[src/rtl/sup_ctrl_regs_pkg.sv]
package sup_ctrl_regs_pkg;

  localparam int IDX_W = 5;

  localparam logic [IDX_W-1:0] IDX_STATUS   = 5'd0;
  localparam logic [IDX_W-1:0] IDX_EPC      = 5'd1;
  localparam logic [IDX_W-1:0] IDX_BADVA    = 5'd2;
  localparam logic [IDX_W-1:0] IDX_EBASE    = 5'd3;
  localparam logic [IDX_W-1:0] IDX_MEMSZ    = 5'd8;
  localparam logic [IDX_W-1:0] IDX_TOHOST   = 5'd16;
  localparam logic [IDX_W-1:0] IDX_FROMHOST = 5'd17;

  typedef enum logic [2:0] {
    SEL_STATUS,
    SEL_EPC,
    SEL_BADVA,
    SEL_EBASE,
    SEL_MEMSZ,
    SEL_FROMHOST,
    SEL_NONE
  } rdSel_e;

  // Strobes from control to datapath for one access cycle
  typedef struct packed {
    logic   rdLoad;    // permitted read: load selected value
    logic   rdClear;   // faulted read: load zero
    logic   wrStatus;
    logic   wrEpc;
    logic   wrEbase;
    logic   wrToHost;
    logic   narrow;    // word-width access
    rdSel_e rdSel;
  } strobes_t;

endpackage

[src/rtl/sup_ctrl_regs_ctrl.sv]
module sup_ctrl_regs_ctrl
  import sup_ctrl_regs_pkg::*;
(
  input  logic             clk,
  input  logic             rstN,
  input  logic [IDX_W-1:0] regIdx,
  input  logic             rdEn,
  input  logic             wrEn,
  input  logic             wordMode,
  input  logic             wide64Mode,
  input  logic             supMode,
  output strobes_t         strb,
  output logic             privFault
);

  logic permitted;
  logic anyAccess;
  logic goodWr;

  assign anyAccess = rdEn | wrEn;
  // Supervisor always needed; full width additionally needs 64-bit mode
  assign permitted = supMode & (wordMode | wide64Mode);
  assign goodWr    = wrEn & permitted;

  always_comb begin
    strb.rdLoad   = rdEn & permitted;
    strb.rdClear  = rdEn & ~permitted;
    strb.narrow   = wordMode;
    strb.wrStatus = goodWr & (regIdx == IDX_STATUS);
    strb.wrEpc    = goodWr & (regIdx == IDX_EPC);
    strb.wrEbase  = goodWr & (regIdx == IDX_EBASE);
    strb.wrToHost = goodWr & (regIdx == IDX_TOHOST);
    case (regIdx)
      IDX_STATUS:   strb.rdSel = SEL_STATUS;
      IDX_EPC:      strb.rdSel = SEL_EPC;
      IDX_BADVA:    strb.rdSel = SEL_BADVA;
      IDX_EBASE:    strb.rdSel = SEL_EBASE;
      IDX_MEMSZ:    strb.rdSel = SEL_MEMSZ;
      IDX_FROMHOST: strb.rdSel = SEL_FROMHOST;
      default:      strb.rdSel = SEL_NONE;
    endcase
  end

  always_ff @(posedge clk) begin
    if (!rstN) privFault <= 1'b0;
    else       privFault <= anyAccess & ~permitted;
  end

endmodule

[src/rtl/sup_ctrl_regs_dp.sv]
module sup_ctrl_regs_dp
  import sup_ctrl_regs_pkg::*;
#(
  parameter int              XLEN       = 64,
  parameter int              WORD_W     = 32,
  parameter int              ALIGN_BITS = 12,
  parameter logic [XLEN-1:0] MEM_BYTES  = 64'h0000_0000_1000_0000
) (
  input  logic            clk,
  input  logic            rstN,
  input  strobes_t        strb,
  input  logic [XLEN-1:0] wrData,
  input  logic [XLEN-1:0] fromHost,
  input  logic            trapCapture,
  input  logic [XLEN-1:0] trapAddr,
  output logic [XLEN-1:0] rdData,
  output logic [XLEN-1:0] toHost
);

  localparam logic [XLEN-1:0] MEM_PAGES  = MEM_BYTES >> ALIGN_BITS;
  localparam logic [XLEN-1:0] EBASE_KEEP = {XLEN{1'b1}} << ALIGN_BITS;
  localparam logic [XLEN-1:0] ALL_ONES   = {XLEN{1'b1}};

  logic [XLEN-1:0] statusQ, epcQ, badVaQ, ebaseQ, toHostQ;
  logic [XLEN-1:0] wrVal, rdMux, rdVal;

  always_comb begin
    case (strb.rdSel)
      SEL_STATUS:   rdMux = statusQ;
      SEL_EPC:      rdMux = epcQ;
      SEL_BADVA:    rdMux = badVaQ;
      SEL_EBASE:    rdMux = ebaseQ;
      SEL_MEMSZ:    rdMux = MEM_PAGES;
      SEL_FROMHOST: rdMux = fromHost;
      default:      rdMux = ALL_ONES;
    endcase
  end

  // Word-width sign extension exists only when the register is wider than a word
  generate
    if (XLEN > WORD_W) begin : g_narrow
      assign wrVal = strb.narrow
                   ? {{(XLEN-WORD_W){wrData[WORD_W-1]}}, wrData[WORD_W-1:0]}
                   : wrData;
      assign rdVal = strb.narrow
                   ? {{(XLEN-WORD_W){rdMux[WORD_W-1]}}, rdMux[WORD_W-1:0]}
                   : rdMux;
    end else begin : g_flat
      assign wrVal = wrData;
      assign rdVal = rdMux;
    end
  endgenerate

  always_ff @(posedge clk) begin
    if (!rstN) begin
      statusQ <= '0;
      epcQ    <= '0;
      badVaQ  <= '0;
      ebaseQ  <= '0;
      toHostQ <= '0;
      rdData  <= '0;
    end else begin
      if (strb.wrStatus) statusQ <= wrVal;
      if (strb.wrEpc)    epcQ    <= wrVal;
      if (strb.wrEbase)  ebaseQ  <= wrVal & EBASE_KEEP;
      if (strb.wrToHost) toHostQ <= wrVal;
      if (trapCapture)   badVaQ  <= trapAddr;
      if (strb.rdLoad)       rdData <= rdVal;
      else if (strb.rdClear) rdData <= '0;
    end
  end

  assign toHost = toHostQ;

endmodule

[src/rtl/sup_ctrl_regs.sv]
module sup_ctrl_regs
  import sup_ctrl_regs_pkg::*;
#(
  parameter int              XLEN       = 64,
  parameter int              WORD_W     = 32,
  parameter int              ALIGN_BITS = 12,
  parameter logic [XLEN-1:0] MEM_BYTES  = 64'h0000_0000_1000_0000
) (
  input  logic            clk,
  input  logic            rstN,
  input  logic [4:0]      regIdx,
  input  logic            rdEn,
  input  logic            wrEn,
  input  logic            wordMode,
  input  logic            wide64Mode,
  input  logic            supMode,
  input  logic [XLEN-1:0] wrData,
  input  logic [XLEN-1:0] fromHost,
  input  logic            trapCapture,
  input  logic [XLEN-1:0] trapAddr,
  output logic [XLEN-1:0] rdData,
  output logic            privFault,
  output logic [XLEN-1:0] toHost
);

  strobes_t strb;

  sup_ctrl_regs_ctrl ctrl_i (
    .clk        (clk),
    .rstN       (rstN),
    .regIdx     (regIdx),
    .rdEn       (rdEn),
    .wrEn       (wrEn),
    .wordMode   (wordMode),
    .wide64Mode (wide64Mode),
    .supMode    (supMode),
    .strb       (strb),
    .privFault  (privFault)
  );

  sup_ctrl_regs_dp #(
    .XLEN       (XLEN),
    .WORD_W     (WORD_W),
    .ALIGN_BITS (ALIGN_BITS),
    .MEM_BYTES  (MEM_BYTES)
  ) dp_i (
    .clk         (clk),
    .rstN        (rstN),
    .strb        (strb),
    .wrData      (wrData),
    .fromHost    (fromHost),
    .trapCapture (trapCapture),
    .trapAddr    (trapAddr),
    .rdData      (rdData),
    .toHost      (toHost)
  );

endmodule

[config.mk]
export PLATFORM = sky130hd
export DESIGN_NAME = sup_ctrl_regs
export DESIGN_NICKNAME = d
export VERILOG_FILES = /design/src/rtl/sup_ctrl_regs_pkg.sv /design/src/rtl/sup_ctrl_regs_ctrl.sv /design/src/rtl/sup_ctrl_regs_dp.sv /design/src/rtl/sup_ctrl_regs.sv
export SDC_FILE = /design/constraint.sdc
export NUM_CORES = 1
export LEC_CHECK = 0
export BUFFER_PORTS_ARGS = -buffer_cell sky130_fd_sc_hd__buf_2
export CORE_ASPECT_RATIO = 1.1
export CORE_UTILIZATION = 59
export DETAILED_ROUTE_END_ITERATION = 8
export GPL_ROUTABILITY_DRIVEN = 0
export PLACE_DENSITY = 0.82
export SLEW_MARGIN = 40
export SYNTH_ARGS = -nofsm -noshare
export SYNTH_HDL_FRONTEND = slang
export SYNTH_SLANG_ARGS = --single-unit
export TNS_END_PERCENT = 20
[constraint.sdc]
create_clock -name clk -period 5 [get_ports clk]
set_clock_uncertainty 0.15 [all_clocks]
set_input_delay 1.25 -clock clk [delete_from_list [all_inputs] [get_ports clk]]
set_output_delay 1.25 -clock clk [all_outputs]
set_load 0.01 [all_outputs]
==> metrics.txt <==
Horiz. Die Dim ~160 um; syn_nets roughly 1900; unrepaired setup endpoints after global routing no; Gate power share 0.085; I/O Pins 334; Num CTS Buffers 38; Final Hold Violating Endpoints 0; vias post-DR about 14000; CP required between 5 and 6 ns; Int Power 4977 uW; initial antenna violation count 8; Crit-path slowest cell nor3_4; Initial Util 0.6069; async set-or-reset flop fraction in the synthesized netlist 0; slowest stage delay, CP approximately 0.54 ns; Yosys warning count 0; post-synthesis sequential area ratio 0.4651; Slew HR 0.4645; overall routing resource usage 0.3325; synthesized instance count 1726; flop-to-flop setup slack 3.07 ns; average size of a mapped cell between 9 and 10 um2; via-per-instance ratio 6.066; Fmax 250.5 MHz; clk_lat worst skew approximately 0.52 ns; worst slew pin tran 0.8032 ns; crit end category flip-flop; LEAKAGE about 0.0093 uW; IO buf count between 300 and 400; ratio of cells with drive above 1 in the final layout 0.2318; clock power share 0.440; crit path time final 3.992 ns; setup TNS 0 ns; Switching Share 0.2325; root buffer cell clkbuf_16; Routed Antenna Nets 0; CTS Hold Bufs 0; final instance area 19180 um2; num rows between 60 and 70; pwr/cell area 338.1 nW/um2; vias in the first global route approximately 14000; Post-Syn Area 16050 um2; commonest cells after routing, fill and taps aside nand2_1 (396), dfxtp_1 (373), buf_2 (331), o211a_1 (128), a21boi_1 (116); P&R area growth vs syn 19.48%; largest net degree at the start of global routing 157; Remaining Overflow, GRT 0; Final period util 0.7984; Clock transition at path regs 0.06 ns; EDFF count, synth 0; FILL cells slightly above 2000; Nets roughly 2200; outcome completed; Worst Path Max Fanout 32; placed cell areas 17900 um2; Hold Path Class reg2reg; CP Cell Sequence buf_2, nor2_1, o21ai_0, ha_1, nand2b_1, nor3_4, a22oi_1, a41oi_4, buf_4, o221a_1; Seq pwr share 0.475; Max Slew Vio Count 0; DIE AREA ~28000 um2; #FFs+latches synth 373; post-synth top area cell dfxtp_1; clock buffer depth 3; Total Power 6485 uW; Worst EP arrival 4.30 ns; register area 7467 um2; CTS tree yes; post-synth top area share 0.4651; commonest non-fill, non-tap cell in the layout nand2_1; CP Launch Type input port; Pre-antenna DRT Iters 8; Die Y roughly 180 um; drt total wl between 40000 and 50000 um; setup bufs post-CTS 0; Resize count post-CTS 0; Switch Pwr 1508 uW; worst setup path class in2reg; initial DRC count between 1000 and 1500; Detail Placement HPWL just over 30000 um; Final Worst Setup Slack 1.008 ns; max_cap viols 0; Distinct cells, synth between 40 and 50; first-pass GRT wire length between 70000 and 80000 um; DRC 0; worst slack, placed 0.6042 ns; Worst VDD drop 0.2313 mV; predominant post-synthesis flop cell dfxtp_1; final setup vio count 0; DR WL/cell 20.09 um; Area contributors post-synth dfxtp_1 (47%), nand2_1 (9.3%), o211a_1 (8.0%), mux2i_1 (6.0%), a21boi_1 (5.4%); H-tree depth reported by CTS 2; Multi-input gate area 7945 um2; clock sinks 373; Core Box Area 26450 um2
-- power groups by stage --
stage,Clock (uW),Combinational (uW),Sequential (uW)
after global routing,3020,585,3090
after floorplan,0,301,3150
after detailed placement,0,539,3150
after global placement,0,529,3140
final,2850,548,3080
after CTS,2880,542,3080
-- cell families (layout without fill, tap and decap cells) --
family                     count (synthesis)  after routing  synth area share
AOI/OAI and AO/OA                        511            511            0.2608
adders and majority gates                  1              1         0.0007792
buffers and inverters                    167            443           0.04403
DFF                                      373            373            0.4651
muxes                                    116            116           0.07381
other                                      0              4                 0
and+or+nand+nor                          558            558            0.1555
-- metal layers --
layer / vias to the layer above / part of all wire / routed length (um) / global-route usage
met2: 725 / 0.48 / 22610 / 0.5630
met5: - / 0.0013 / 60 / 0
met4: 8 / 0.039 / 1871 / 0.1550
li1: 6629 / - / - / -
met1: 6821 / 0.40 / 18820 / 0.4087
met3: 121 / 0.085 / 4022 / 0.06361
-- stage by stage --
stage	std cells	util	hold WS, ns
floorplan	1726	-	0.2816
global placement	2284	0.6754	0.2868
detailed placement	2287	0.6769	0.2920
CTS	2354	0.7247	0.2996
global route	2357	0.7250	0.3124
finish	2358	0.7251	0.3009
-- area by class of cell --
type	count	area share
inverter	4	0.0007828
timing repair buffer	372	0.1063
clock inverter	5	0.002609
multi-input combinational	1186	0.4142
clock buffer	62	0.06334
tap	352	0.02296
antenna	4	0.0005219
sequential	373	0.3893
-- state kept, by name, indices dropped and copies added, names as in the netlist --
signal            flops
dp_i.rdData          64
ctrl_i.privFault      1
dp_i.ebaseQ          52
dp_i.toHost          64
dp_i.epcQ            64
dp_i.badVaQ          64
dp_i.statusQ         64
-- worst paths after layout --
kind / from / endpoint / cells past startpoint
setup / recovery: regIdx[1] / dp_i.rdData[38]$_SDFFE_PN0P_ / 10
hold / removal: dp_i.toHost[18]$_SDFFE_PN0P_ / dp_i.toHost[18]$_SDFFE_PN0P_ / 2
setup reg to reg: dp_i.epcQ[31]$_SDFFE_PN0P_ / dp_i.rdData[38]$_SDFFE_PN0P_ / 6
hold reg to reg: dp_i.toHost[18]$_SDFFE_PN0P_ / dp_i.toHost[18]$_SDFFE_PN0P_ / 2
-- worst max-delay path, delay by kind of cell --
family / cells / cell delay, ns
compound gates: 4 / 0.99
fa+ha+maj: 1 / 0.33
buf+inv: 2 / 0.64
simple gates: 3 / 1.06
-- cells in the mapped netlist (3+ instances only) --
cell,n
nor3_2,3
o211ai_1,33
inv_1,4
dfxtp_1,373
a22o_1,32
o221a_1,32
buf_2,37
nand3_1,34
mux2_2,19
a21boi_1,116
buf_1,6
o21ai_0,32
nand2b_1,4
a21oi_1,65
mux2i_1,97
buf_6,4
nor2b_1,97
o211a_1,128
nand2_1,396
a222oi_1,31
nor2_1,7
a21o_1,32
clkbuf_1,115
No activity file was read; power rests on OpenSTA's default activity.
